File: src/rtl/dual_sio_regif.sv
module dual_sio_regif (
  input  logic       clk,
  input  logic       rst_n,
  input  logic       acc_en,
  input  logic       acc_wr,
  input  logic [1:0] acc_off,
  input  logic [7:0] acc_wdata,
  output logic [7:0] acc_rdata,
  input  logic [1:0] ext_evt,
  input  logic [1:0] baud_evt,
  output logic [7:0] tx_byte_b,
  output logic [7:0] tx_byte_a,
  output logic       irq
);
  localparam int NCH       = 2;
  localparam int BW        = 8;
  localparam int PW        = 4;
  localparam logic [PW-1:0] WR_TXCFG = 4'd5;
  localparam logic [PW-1:0] WR_LOOP  = 4'd14;
  localparam logic [BW-1:0] CMD_CLR  = 8'h10;

  logic [PW-1:0] ptr;
  logic          ptr_set;
  logic [NCH-1:0][BW-1:0] wr5, wr14, rx_q, tx_q;
  logic [NCH-1:0] rx_av, tx_mt, all_sent, ext_p, baud_p, und_p, txi_p;

  wire ch      = acc_off[0];
  wire is_data = acc_off[1];
  wire ctl_wr  = acc_en &  acc_wr & ~is_data;
  wire ctl_rd  = acc_en & ~acc_wr & ~is_data;
  wire dat_wr  = acc_en &  acc_wr &  is_data;
  wire dat_rd  = acc_en & ~acc_wr &  is_data;
  wire cmd_ptr = ctl_wr & ~ptr_set & (acc_wdata[BW-1:PW] == '0);
  wire cmd_clr = ctl_wr & ~ptr_set & (acc_wdata == CMD_CLR);
  wire reg_wr  = ctl_wr & ptr_set;
  wire tx_ok   = dat_wr & wr5[ch][3];
  wire loop_ok = tx_ok & wr14[ch][4];

  always_ff @(posedge clk or negedge rst_n) begin
    if (!rst_n) begin
      ptr     <= '0;
      ptr_set <= 1'b0;
    end else if (cmd_ptr) begin
      ptr     <= acc_wdata[PW-1:0];
      ptr_set <= 1'b1;
    end else if (reg_wr) begin
      ptr_set <= 1'b0;
    end else if (ctl_rd) begin
      if (ptr_set) ptr_set <= 1'b0;
      else         ptr     <= '0;
    end
  end

  always_ff @(posedge clk or negedge rst_n) begin
    if (!rst_n) begin
      wr5 <= '0; wr14 <= '0; rx_q <= '0; tx_q <= '0;
      rx_av <= '0; tx_mt <= '0; all_sent <= '0;
      ext_p <= '0; baud_p <= '0; und_p <= '0; txi_p <= '0;
    end else begin
      for (int i = 0; i < NCH; i++) begin
        if (reg_wr && ch == 1'(i) && ptr == WR_TXCFG) wr5[i]  <= acc_wdata;
        if (reg_wr && ch == 1'(i) && ptr == WR_LOOP)  wr14[i] <= acc_wdata;
        if (tx_ok && ch == 1'(i)) begin
          tx_q[i]     <= acc_wdata;
          all_sent[i] <= 1'b1;
          tx_mt[i]    <= 1'b1;
          und_p[i]    <= 1'b1;
          txi_p[i]    <= 1'b1;
        end
        if (loop_ok && ch == 1'(i)) begin
          rx_q[i]  <= acc_wdata;
          rx_av[i] <= 1'b1;
        end else if (dat_rd && ch == 1'(i)) begin
          rx_av[i] <= 1'b0;
        end
        ext_p[i]  <= ext_evt[i]  | (ext_p[i]  & ~(cmd_clr && ch == 1'(i)));
        baud_p[i] <= baud_evt[i] | (baud_p[i] & ~(cmd_clr && ch == 1'(i)));
      end
    end
  end

  always_comb begin
    acc_rdata = '0;
    if (dat_rd) acc_rdata = rx_q[ch];
    else if (ctl_rd) begin
      case (ptr)
        4'd0:    acc_rdata = {5'b0, tx_mt[ch], 1'b0, rx_av[ch]};
        4'd1:    acc_rdata = {7'b0, all_sent[ch]};
        4'd3:    acc_rdata = {4'b0, txi_p[ch], und_p[ch], baud_p[ch], ext_p[ch]};
        4'd8:    acc_rdata = rx_q[ch];
        default: acc_rdata = '0;
      endcase
    end
  end

  assign tx_byte_b = tx_q[0];
  assign tx_byte_a = tx_q[1];
  assign irq = |{ext_p, baud_p, und_p, txi_p};

  p_ptr_latch_r2: assert property (@(posedge clk) disable iff (!rst_n)
    cmd_ptr |=> ptr_set && ptr == $past(acc_wdata[PW-1:0]));
  p_ptr_back_r3: assert property (@(posedge clk) disable iff (!rst_n)
    (ctl_wr && ptr_set) |=> !ptr_set);
  p_rd_reset_r5: assert property (@(posedge clk) disable iff (!rst_n)
    (ctl_rd && !ptr_set) |=> ptr == '0 && !ptr_set);
  p_clear_r4: assert property (@(posedge clk) disable iff (!rst_n)
    (cmd_clr && ext_evt == '0 && baud_evt == '0) |=> !ext_p[$past(ch)] && !baud_p[$past(ch)]);
  p_tx_gate_r6: assert property (@(posedge clk) disable iff (!rst_n)
    (dat_wr && !wr5[ch][3]) |=> $stable(tx_q) && $stable(und_p) && $stable(txi_p));
  p_rx_clear_r8: assert property (@(posedge clk) disable iff (!rst_n)
    dat_rd |=> !rx_av[$past(ch)]);
  p_irq_tx_r10: assert property (@(posedge clk) disable iff (!rst_n)
    tx_ok |=> irq);
endmodule

File: config.mk
export PLATFORM = sky130hd
export DESIGN_NAME = dual_sio_regif
export DESIGN_NICKNAME = d
export VERILOG_FILES = /design/src/rtl/dual_sio_regif.sv
export SDC_FILE = /design/constraint.sdc
export NUM_CORES = 1
export LEC_CHECK = 0
export BUFFER_PORTS_ARGS = -buffer_cell sky130_fd_sc_hd__buf_4
export CAP_MARGIN = 15
export CORE_ASPECT_RATIO = 0.7
export CORE_MARGIN = 4
export CORE_UTILIZATION = 36
export CTS_CLUSTER_SIZE = 16
export DETAILED_ROUTE_END_ITERATION = 6
export GPL_TIMING_DRIVEN = 0
export PLACE_DENSITY = 0.67
export SETUP_SLACK_MARGIN = 0.5
export SLEW_MARGIN = 0
export SYNTH_ARGS = -nofsm -noshare
export SYNTH_HDL_FRONTEND = slang
export SYNTH_SLANG_ARGS = --single-unit
File: constraint.sdc
create_clock -name clk -period 2.4 [get_ports clk]
set_input_delay 0.36 -clock clk [delete_from_list [all_inputs] [get_ports clk]]
set_output_delay 0.36 -clock clk [all_outputs]
set_load 0.02 [all_outputs]
# Word level (Yosys, flattened, before mapping)
# Cells that the tools add are included.
# classes
n_addsub,0
mul,0
n_div,0
n_lt_le_gt_ge,1
n_eq_ne,8
shifts,0
muxes,28
bitwise,26
n_reduce_logical,22
# ops
op,count
$mux 8,4
$pmux 8 s4,1
$mux 4,6
$and 1x1->1,16
$mux 1,15
$logic_and 1x1->1,14
$mux 5,2
$eq 4x4->1 const B,2
$eq 8x5->1 const B,1
$logic_not 4->1,2
$not 1->1,6
$reduce_bool 2->1,3
$reduce_or 6->1,1
$eq 4x1->1 const B,1
$eq 4x2->1 const B,1
$eq 4x3->1 const B,1
$or 1x1->1,4
$reduce_and 3->1,1
$reduce_bool 3->1,1
$lt 1x2->1 const B,1
$ne 2x1->1 const B,1
$ne 2x2->1 const B,1
# word_totals
regBits,63
latchBits,0
mem_bits_rw,0
mem_bits_ro,0
in_bits,18
out_inout_bits,25
word_cells,101
n_memories,0

# Longest topological paths before layout
# logic_depth
ltp_word,8
mapped_depth,7
depth_no_buf,4

# Worst setup path after synthesis
# No wires, ideal clock.
# synth_path
path_type,reg-to-output
startpoint,register ptr[2]
endpoint,output port acc_rdata[3]
arrival_ns,1.664
t_required_ns,2.040
slack_ns,0.376
path_stages_with_launch,5
path_buffers,0
path_cell_list,dfrtp_1 > or4b_2 > a211oi_1 > nand2_1 > o21ai_0
# synth_between
elab_chain_len,4
word_cells_on_any_way,7
classes_between,eq/ne (3); mux (3); reduce/logical (1)
# synth_lines
item,line_no,text
"start, declared",22,logic [PW-1:0] ptr;
"start signal, assigned",44,ptr <= acc_wdata[PW-1:0];
"$eq 4x4->1, or another cell as far along",86,case (ptr)
$pmux 8 s4 (*),86,
$mux 8 (*),85,else if (ctl_rd) begin
$mux 8 (*),84,if (dat_rd) acc_rdata = rx_q[ch];
"end, declared",8,"output logic [7:0] acc_rdata,"
# Every way passes the cells marked *; elsewhere a longest branch is shown, timed or not.

# Final worst setup path
# Ends and elaborated chain as after synthesis.

==> impl_metrics.json <==
{
  "crit_family": "simple AND/OR/NAND/NOR gates",
  "tns_ns": 0,
  "p_per_area_nw_per_um2": 517,
  "cp_cell_sequence": "or4b_4, a211oi_4, nand2_2, o21ai_2, buf_6",
  "synth_fp_nets": 202,
  "max_cap_viol_count": 0,
  "path_clk_slew_ns": 0.10,
  "clock_skew_ns": 0.00442,
  "first_pass_iters": 4,
  "drtIter0Drc": 93,
  "combPwrFrac": 0.079,
  "ir_drop_uv": 304,
  "grt_pass1_vias": 1809,
  "switching_share": 0.236,
  "grt_usage": 0.157,
  "fp-row-count": 24,
  "root_buffer": "clkbuf_8",
  "max_slew_margin": 0.585,
  "worstMarginPinSlew_ns": 0.622,
  "cts-htree-levels": 2,
  "overflow": 0,
  "synth_cells": 184,
  "ys_types": 39,
  "cp.required_ns": 2.04,
  "die_x_um": 104,
  "leakagePower_nw": 1.51,
  "synth_largest_area_cell": "dfrtp_1",
  "dpl.hpwl_um": 3810,
  "fmax_ghz": 0.474,
  "cpPeakStageDelay_ns": 0.51,
  "endpoint_kind": "primary output",
  "internal-power_mw": 1.23,
  "netlist.area_leader.share": 0.526,
  "ant_nets": 0,
  "nets": 263,
  "antenna_found_initial": 0,
  "cts_max_path_buffers": 2,
  "drive_above_1_share": 0.537,
  "vias": 1663,
  "rsz0062_at_grt": "true",
  "critPathMaxFanout": 2,
  "routed_via_density": 5.13,
  "finalCritPeriodShare": 0.879,
  "synth_top_flop_cell": "dfrtp_1",
  "synth.most_common_cell": "dfrtp_1",
  "p_switching_uw": 378,
  "die_area_sq_um": 7850,
  "crit_path_start": "ptr[2]",
  "hold_viol": 0,
  "critPathKind": "reg -> out",
  "synth_edf_count": 0,
  "dieHeight_um": 75.3,
  "wl_per_cell_um": 18.2,
  "drc": 0,
  "io_buffers": 41,
  "clock_sinks": 49,
  "start_util": 0.373,
  "syn_avg_cell_area_sq_um": 12.7,
  "synth_seq_area_share": 0.526,
  "synth_common_cells": "dfrtp_1 (49), mux2_2 (28), nand2_1 (16), mux2i_1 (10), nor2_1 (9)",
  "hold_slack_ns": 0.0604,
  "pwr-share-clk": 0.398,
  "hold_buffers": 0,
  "cts_tree": "built",
  "synthArstFlopShare": 1.00,
  "wl_um": 5900,
  "clock_latency_ns": 0.31,
  "finalCriticalPeriod_ns": 2.11,
  "gp_congestion": 0.819,
  "grt_pass1_wl_um": 9590,
  "setup_viol": 0,
  "num_io_pins": 43,
  "syn_to_final_growth_pct": 33.2,
  "synth_seq_cells": 49,
  "worstSetupStartpointType": "register",
  "synth_area_leaders": "dfrtp_1 (53%), mux2_2 (14%), mux2_4 (5.2%), mux2i_1 (4.3%), mux4_2 (2.9%)",
  "drv_slew": 0,
  "detailed_place.area_sq_um": 2750,
  "seq_power_share": 0.523,
  "fillers": 561,
  "hold_class": "in -> async",
  "netlist_area_sq_um": 2330,
  "status": "completed",
  "worstReg2RegStart": "wr5[11]",
  "crit_arrival_ns": 1.75,
  "stdcell_area_sq_um": 3110,
  "yosysWarnings": 0,
  "critPathBufInv": 1,
  "pre_cts_ws_ns": 0.203,
  "cts-buffers-inserted": 5,
  "setup_ws_ns": 0.291,
  "slowest_stage": "or4b_4",
  "diodes": 0,
  "grt_max_degree": 50,
  "coreArea_sq_um": 6250
}
timing repair:
action / CTS / global route
endpoints found under the setup margin: 8 / 8
setup buffers: 10 / 3
pin swaps: 7 / 3
gates resized for setup: 28 / 8
registers in the layout, indices dropped and copies added (netlist names):
signal / flops
ptr_set: 1
baud_p: 2
tx_byte_a: 8
tx_byte_b: 8
ptr: 4
all_sent: 1
ext_p: 2
und_p: 1
wr14: 2
wr5: 2
rx_av: 2
rx_q: 16
per-stage QoR:
stage | cells | power [mW] | util
4_1_cts | 321 | 1.61 | 0.489
3_3_place_gp | 303 | 0.962 | 0.441
3_5_place_dp | 303 | 0.964 | 0.441
5_1_grt | 324 | 1.67 | 0.497
2_1_floorplan | 184 | 0.897 | -
6_report | 324 | 1.60 | 0.497
worst register-to-register path, stage by stage (launching register included):
cell and delay, ns:
dfrtp_1 0.36, inv_1 0.04, or3_1 0.37, buf_6 0.17, or2_1 0.23, buf_6 0.16, mux2_4 0.30
final timing paths:
kind                            slack (ns)  cells after the start            to
worst max-delay path                  0.29                      5  acc_rdata[3]
worst min-delay path                  0.06                      1  tx_byte_a[3]
worst max register to register        0.65                      6      rx_q[15]
worst min register to register        0.51                      1       rx_q[5]
max in group asynchronous             1.89                      1        ptr[0]
min in group clk                      0.22                      2     baud_p[0]
layout by cell type (no fill, tap or decap), types with 2 or more instances in the layout:
| cell | netlist | routed |
|---|---|---|
| nor2b_1 | 2 | 2 |
| dfrtp_1 | 49 | 47 |
| o21ai_2 | 0 | 2 |
| buf_6 | 3 | 13 |
| o21ai_0 | 8 | 6 |
| nand2_2 | 1 | 2 |
| nand3_1 | 2 | 2 |
| mux2_2 | 28 | 28 |
| nand2b_1 | 3 | 3 |
| mux2_4 | 8 | 8 |
| mux2i_1 | 10 | 10 |
| nor2_1 | 9 | 5 |
| or2_2 | 2 | 2 |
| nand2_1 | 16 | 15 |
| clkbuf_8 | 0 | 6 |
| mux4_2 | 3 | 3 |
| a21o_1 | 5 | 5 |
| inv_1 | 4 | 4 |
| nor2_4 | 0 | 4 |
| dfrtp_2 | 0 | 2 |
| nand4_1 | 2 | 2 |
| nor4_1 | 3 | 3 |
| or2b_1 | 2 | 2 |
| buf_4 | 0 | 45 |
kinds of logic after synthesis:
logic type | count (synthesis) | share of synthesized area
AO/OA/AOI/OAI | 20 | 0.0537
buffers and inverters | 11 | 0.0279
flip-flops | 49 | 0.526
multiplexers | 49 | 0.259
AND/OR/NAND/NOR | 55 | 0.134
routing by layer:
metal	share of wire	vias to the layer above	GRT usage
li1	-	784	-
met1	0.48	841	0.216
met2	0.47	33	0.253
met3	0.046	5	0.0432
met4	0.0042	0	0.0324
met5	0	-	0
power groups by stage:
stage / clock network, mW / logic (mW) / registers (mW)
final: 0.638 / 0.127 / 0.839
after global routing: 0.694 / 0.140 / 0.841
after CTS: 0.646 / 0.123 / 0.839
after detailed placement: 0 / 0.108 / 0.856
after global placement: 0 / 0.106 / 0.855
after floorplan: 0 / 0.0409 / 0.857
final cells by class:
| type | count | area, sq um | area share |
|---|---|---|---|
| Buffer | 7 | 55.1 | 0.0177 |
| Inverter | 4 | 15.0 | 0.00483 |
| Multi-Input combinational cell | 124 | 1150 | 0.369 |
| Clock inverter | 2 | 37.5 | 0.0121 |
| Tap cell | 78 | 97.6 | 0.0314 |
| Timing Repair Buffer | 54 | 443 | 0.143 |
| Sequential cell | 49 | 1230 | 0.395 |
| Clock buffer | 6 | 82.6 | 0.0266 |
Power figures use the tool's default switching activity.
